$ cat config.mk
export PLATFORM = sky130hd
export DESIGN_NAME = bridge_fwd_decode
export DESIGN_NICKNAME = d
export VERILOG_FILES = /design/src/rtl/fwd_decode_pkg.sv /design/src/rtl/fwd_decode_ctrl.sv /design/src/rtl/fwd_decode_dp.sv /design/src/rtl/bridge_fwd_decode.sv
export SDC_FILE = /design/constraint.sdc
export NUM_CORES = 1
export LEC_CHECK = 0
export ABC_CLOCK_PERIOD_IN_PS = 1260
export BUFFER_PORTS_ARGS = -buffer_cell sky130_fd_sc_hd__buf_2
export CORE_MARGIN = 2
export CORE_UTILIZATION = 33
export DETAILED_ROUTE_END_ITERATION = 12
export PLACE_DENSITY = 0.75
export SKIP_CTS_REPAIR_TIMING = 1
export SLEW_MARGIN = 0
export SYNTH_ARGS = -nofsm -noshare
export SYNTH_HDL_FRONTEND = slang
export SYNTH_SLANG_ARGS = --single-unit
export TNS_END_PERCENT = 100
$ cat constraint.sdc
create_clock -name clk -period 1.26 [get_ports clk]
set_input_delay 0.063 -clock clk [delete_from_list [all_inputs] [get_ports clk]]
set_output_delay 0.063 -clock clk [all_outputs]
set_load 0.005 [all_outputs]
$ cat src/rtl/fwd_decode_pkg.sv
package fwd_decode_pkg;
  // strobes from control to datapath
  typedef struct packed {
    logic clear;
    logic load;
  } fwdStrobe_t;
endpackage

$ cat src/rtl/fwd_decode_ctrl.sv
module fwd_decode_ctrl
  import fwd_decode_pkg::*;
(
  input  logic       clk,
  input  logic       rst,
  input  logic       reqValid,
  output fwdStrobe_t strobe,
  output logic       rspValid
);
  always_comb begin
    strobe.clear = rst;
    strobe.load  = reqValid & ~rst;
  end

  always_ff @(posedge clk) begin
    if (rst) rspValid <= 1'b0;
    else     rspValid <= reqValid;
  end
endmodule

$ cat src/rtl/fwd_decode_dp.sv
module fwd_decode_dp
  import fwd_decode_pkg::*;
#(
  parameter int ADDR_W   = 32,
  parameter int IO_W     = 16,
  parameter int WIN_LSB  = 12,
  parameter int BLK_BITS = 10
) (
  input  logic                     clk,
  input  fwdStrobe_t               strobe,
  input  logic [ADDR_W-1:0]        reqAddr,
  input  logic                     reqIsIo,
  input  logic [IO_W-WIN_LSB-1:0]  ioBaseBlk,
  input  logic [IO_W-WIN_LSB-1:0]  ioLimitBlk,
  input  logic                     isaExclEn,
  input  logic                     vgaRouteEn,
  input  logic                     vgaFullDecode,
  output logic                     rspForward
);
  localparam int WIN_W    = IO_W - WIN_LSB;
  localparam int ALIAS_W  = IO_W - BLK_BITS;
  localparam int N_VGA_IO = 2;
  localparam logic [ADDR_W-1:0] VGA_MEM_LO = ADDR_W'(32'h000A_0000);
  localparam logic [ADDR_W-1:0] VGA_MEM_HI = ADDR_W'(32'h000B_FFFF);
  localparam logic [N_VGA_IO-1:0][BLK_BITS-1:0] VGA_IO_LO = {BLK_BITS'(10'h3C0), BLK_BITS'(10'h3B0)};
  localparam logic [N_VGA_IO-1:0][BLK_BITS-1:0] VGA_IO_HI = {BLK_BITS'(10'h3DF), BLK_BITS'(10'h3BB)};

  logic [IO_W-1:0]     ioAddr;
  logic [WIN_W-1:0]    addrBlk;
  logic [BLK_BITS-1:0] blkOffset;
  logic [ALIAS_W-1:0]  aliasBits;
  logic [N_VGA_IO-1:0] portHit;
  logic windowHit, isaCut, vgaIoHit, vgaMemHit, decision;

  assign ioAddr    = reqAddr[IO_W-1:0];
  assign addrBlk   = ioAddr[IO_W-1:WIN_LSB];
  assign blkOffset = ioAddr[BLK_BITS-1:0];
  assign aliasBits = ioAddr[IO_W-1:BLK_BITS];

  // legacy display port ranges, one comparator pair per range
  for (genvar g = 0; g < N_VGA_IO; g++) begin : g_vgaPort
    assign portHit[g] = (blkOffset >= VGA_IO_LO[g]) && (blkOffset <= VGA_IO_HI[g]);
  end

  always_comb begin
    windowHit = (ioBaseBlk <= ioLimitBlk) && (addrBlk >= ioBaseBlk) && (addrBlk <= ioLimitBlk);
    isaCut    = isaExclEn && (blkOffset[BLK_BITS-1:BLK_BITS-2] != 2'b00);
    vgaIoHit  = vgaRouteEn && (|portHit) && (!vgaFullDecode || (aliasBits == '0));
    vgaMemHit = vgaRouteEn && (reqAddr >= VGA_MEM_LO) && (reqAddr <= VGA_MEM_HI);
    if (reqIsIo) decision = vgaIoHit || (windowHit && !isaCut);
    else         decision = vgaMemHit;
  end

  always_ff @(posedge clk) begin
    if (strobe.clear)     rspForward <= 1'b0;
    else if (strobe.load) rspForward <= decision;
    else                  rspForward <= 1'b0;
  end
endmodule

$ cat src/rtl/bridge_fwd_decode.sv
module bridge_fwd_decode
  import fwd_decode_pkg::*;
#(
  parameter int ADDR_W   = 32,
  parameter int IO_W     = 16,
  parameter int WIN_LSB  = 12,
  parameter int BLK_BITS = 10
) (
  input  logic                    clk,
  input  logic                    rst,
  input  logic                    reqValid,
  input  logic [ADDR_W-1:0]       reqAddr,
  input  logic                    reqIsIo,
  input  logic [IO_W-WIN_LSB-1:0] ioBaseBlk,
  input  logic [IO_W-WIN_LSB-1:0] ioLimitBlk,
  input  logic                    isaExclEn,
  input  logic                    vgaRouteEn,
  input  logic                    vgaFullDecode,
  output logic                    rspValid,
  output logic                    rspForward
);
  fwdStrobe_t strobe;

  fwd_decode_ctrl i_ctrl (
    .clk      (clk),
    .rst      (rst),
    .reqValid (reqValid),
    .strobe   (strobe),
    .rspValid (rspValid)
  );

  fwd_decode_dp #(
    .ADDR_W   (ADDR_W),
    .IO_W     (IO_W),
    .WIN_LSB  (WIN_LSB),
    .BLK_BITS (BLK_BITS)
  ) i_dp (
    .clk           (clk),
    .strobe        (strobe),
    .reqAddr       (reqAddr),
    .reqIsIo       (reqIsIo),
    .ioBaseBlk     (ioBaseBlk),
    .ioLimitBlk    (ioLimitBlk),
    .isaExclEn     (isaExclEn),
    .vgaRouteEn    (vgaRouteEn),
    .vgaFullDecode (vgaFullDecode),
    .rspForward    (rspForward)
  );
endmodule

# After elaboration in Yosys (flattened, before gate mapping)
# Index checks and enable logic that the tools add are counted.
# totals
ff_bits,2
inputBits,47
output_inout_bits,2
wordCells,33
# classes
n_lt_le_gt_ge,9
muxes,1
bitwise_logic,3
n_reduce_logical,18
# ops
operator,n
32-bit by 20-bit greater-or-equal comparator with 1-bit output (second input constant),1
32-bit by 20-bit <= comparator with 1-bit output (second input constant),1
10-bit greater-or-equal comparator (second input constant),2
10-bit <= comparator (second input constant),2
1-bit logical AND,10
4-bit <= comparator,2
6-bit zero test,1
4-bit greater-or-equal comparator,1
2-bit OR reduction,2
1-bit zero test,2
1-bit logical OR,2
1-bit NOT,2
2-bit nonzero test,1
1-bit AND,1
1-bit two-way mux,1

# Depth between registers and ports, before layout
# depth
word_depth,7
depth_mapped,7
depth_no_buf,7

# Modules after synthesis
# From an unflattened synthesis, not the netlist that was laid out.
# hier_totals
cells_unflattened,58
hier_area_um2,452.9
# modules_own_cells
mod,instances,cells_per_inst,area_each_um2,seq_area_each_um2
fwd_decode_dp,1,54,412.9,20.0
fwd_decode_ctrl,1,4,40.0,20.0

# Least setup slack after synthesis
# No wires, ideal clock.
# synth_path
path_type,input to register
startpoint,input ioLimitBlk[1]
endpoint,register i_dp.rspForward
arrival_ns,1.085
t_required_ns,1.191
slack_ns,0.106
cell_stages,6
n_path_buf,0
cell_sequence,inv_1 ha_1 nor2b_1 a2111oi_0 o2111ai_1 o21ai_1
# synth_via
elab_chain_len,6
elab_cells_between_ends,7
# synth_rtl
item,line,text
from (decl),bridge_fwd_decode.sv:15,"input logic [IO_W-WIN_LSB-1:0] ioLimitBlk,"
4-bit <= comparator,fwd_decode_dp.sv:46,windowHit = (ioBaseBlk <= ioLimitBlk) && (addrBlk >= ioBaseBlk) && (addrBlk <= ioLimitBlk);
1-bit logical AND,fwd_decode_dp.sv:46,
1-bit logical AND *,fwd_decode_dp.sv:46,
1-bit logical AND *,fwd_decode_dp.sv:50,if (reqIsIo) decision = vgaIoHit || (windowHit && !isaCut);
1-bit logical OR *,fwd_decode_dp.sv:50,
1-bit two-way mux *,fwd_decode_dp.sv:50,
to (signal assigned),fwd_decode_dp.sv:56,else if (strobe.load) rspForward <= decision;
to (decl),fwd_decode_dp.sv:18,output logic rspForward
# Mark *: on every way between the ends. The rest lies on a longest branch, timed or not.
# A chain may end at the register's enable or synchronous reset.

# Worst setup path in the final report
# layout_path
startpoint,input ioBaseBlk[1]
endpoint,register i_dp.rspForward
# layout_via
elab_chain_len,6
elab_cells_between_ends,7
# layout_rtl
item,line,text
from (decl),bridge_fwd_decode.sv:14,"input logic [IO_W-WIN_LSB-1:0] ioBaseBlk,"
4-bit <= comparator or 4-bit greater-or-equal comparator (tied branches),fwd_decode_dp.sv:46,
1-bit logical AND * (2 in a row),fwd_decode_dp.sv:46,
1-bit logical AND *,fwd_decode_dp.sv:50,
1-bit logical OR *,fwd_decode_dp.sv:50,
1-bit two-way mux *,fwd_decode_dp.sv:50,
# Marked as above.

==> results.ini <==
[status]
status=finished, final reports clean

[worst_setup_path]
slowest_stage=a2111oi_0
worst_setup_path_start_kind=input pin
worstPathBufferInverterCount=1
crit_family=compound AO/OA/AOI/OAI gates
worstPathMaxFanout=2
crit_type=input pin to flip-flop
cp.required_ps=1420
path_cells=buf_2, ha_1, nor2b_1, a2111oi_0, o2111ai_1, o21ai_1
end_kind=flip-flop
crit_arrival_ps=1300
slowest_delay_ps=370

[global_routing]
grt_overflow_total=0
grt_max_degree=4
grt_pass1_wl_mm=2.06
gr-usage-all-layers=0.191
antenna_found_initial=0
grt_pass1_vias=539

[clock_tree]
clk_pin_slew_ps=30
cts_root_buf=clkbuf_4
cts_buffers=3
htreeDepth=1
cts_tree=built
cts_buffer_depth=2
clkSinkCount=2

[logic_synthesis]
synth_edf_count=0
synth.area.top_cells=ha_1 (33%), dfxtp_1 (8.9%), inv_1 (8.3%)
syn_nets=117
synth_area_um2=452
synth_top_area_cell=ha_1
syn_area_per_cell_um2=7.79
postSynthCellCount=58
ys_top_cells_by_count=ha_1 (12), inv_1 (10), nand4_1 (4), o21ai_0 (4)
synth_ff_type=dfxtp_1
ys_warn_count=0
yosysMostFrequentCell=ha_1
synth_top_area_share=0.332
synth_cell_type_count=22
seq_area_frac_synth=0.0886
async_flop_share=0
synth-seq-cells=2

[sta]
rsz0062_at_grt=no
fmax_mhz=878
holdWs_ps=12.9
setup_tns_ps=0
tightestPinTransition_ps=443
setup_ws_ps=121
drv_slew=0
setup_viol=0
slew_headroom=0.697
finalCriticalPeriod_ps=1140
post-route-period-util=0.904
hold_violations=0

[cells_and_area]
fin_util=0.565
fillerInstances=128
final_net_count=168
n_antenna_cell=0
multi_input_comb_area_um2=374
area_growth_pct=60.7
final_layout_size_suffix_gt1_frac=0.486
regArea_um2=40.0
fin_area_um2=726

[place]
gp_congestion=0.748
portBuffers=45
dpl_worst_slack_ps=-81.7
post_dp_cell_area_um2=703
dp_hpwl_mm=1.25

[power]
vdd_drop_max_mv=0.439
power_density_nw_per_um2=550
cellLeakagePower_nw=0.400

[floorplan]
core_um2=1280
dieArea_um2=1680
start_util=0.352
ioPinCount=49
die_w_um=41.0
fp-row-count=13
die_h_um=41.0

[route]
ant_nets=0
vias=605
wl_mm=1.36
dr.pass1.iters=4
drc_errors=0
drt_iter0_drc=9
via_per_inst=4.96
wire_per_inst_um=11.1

[min_path]
hp-start=rst
hold_class=input pin to flip-flop
worstHoldPathCells=2
whs_endpoint=i_ctrl.rspValid

[flow_run]
drv_cap=0

## cell families after synthesis
family | count (synthesis) | synth area share
muxes | 1 | 0.0499
and+or+nand+nor | 18 | 0.233
DFF | 2 | 0.0886
AOI/OAI and AO/OA | 15 | 0.213
buffers and inverters | 10 | 0.0831
adders and majority gates | 12 | 0.332
## flip-flops by register name (all words and copies together) (netlist names)
| register | cells |
|---|---|
| i_ctrl.rspValid | 1 |
| i_dp.rspForward | 1 |
## cell usage in the layout, fill, tap and decap left out, drive strengths merged
master	instances
buf	46
nor3	2
o21a	2
nor4	3
o22ai	1
nor2b	2
nand4	4
a21oi	2
nand2	3
or4	1
o2111ai	1
inv	10
o31a	1
mux2i	1
dfxtp	2
o21ai	6
a2111oi	2
clkbuf	3
nand3	1
nor2	2
ha	12
## per-layer routing
layer	up-vias	wire [um]	global-route usage
met4	0	15	0.0500
met2	18	689	0.328
met5	-	0	0
met1	266	577	0.206
li1	319	-	-
met3	2	72	0.0924
## stage by stage
stage / power [mW] / instances
6_report: 0.399 / 122
4_1_cts: 0.405 / 122
5_1_grt: 0.441 / 122
3_3_place_gp: 0.243 / 119
3_5_place_dp: 0.251 / 119
2_1_floorplan: 0.150 / 58
## how the worst max path moves through the flow
stage | start | to | slack, ps | cells past startpoint
2_1_floorplan | ioLimitBlk[1] | i_dp.rspForward | 110 | 6
3_3_place_gp | ioBaseBlk[1] | i_dp.rspForward | -60 | 6
3_5_place_dp | ioBaseBlk[1] | i_dp.rspForward | -80 | 6
4_1_cts | ioBaseBlk[1] | i_dp.rspForward | 140 | 6
5_1_grt | ioLimitBlk[1] | i_dp.rspForward | 20 | 7
6_report | ioBaseBlk[1] | i_dp.rspForward | 120 | 6
## power by group
part	total (mW)	switching (mW)	internal (mW)
sequential	0.0667	0.000598	0.0661
combinational	0.183	0.0810	0.102
clock	0.149	0.0436	0.106
## layout make-up
cell class | count | area share
multi-input cells | 46 | 0.516
repair buffers | 46 | 0.321
flip-flops and latches | 2 | 0.0552
inverters | 10 | 0.0517
clock buffers | 3 | 0.0310
well taps | 15 | 0.0259
(Power assumes the default switching activity.)
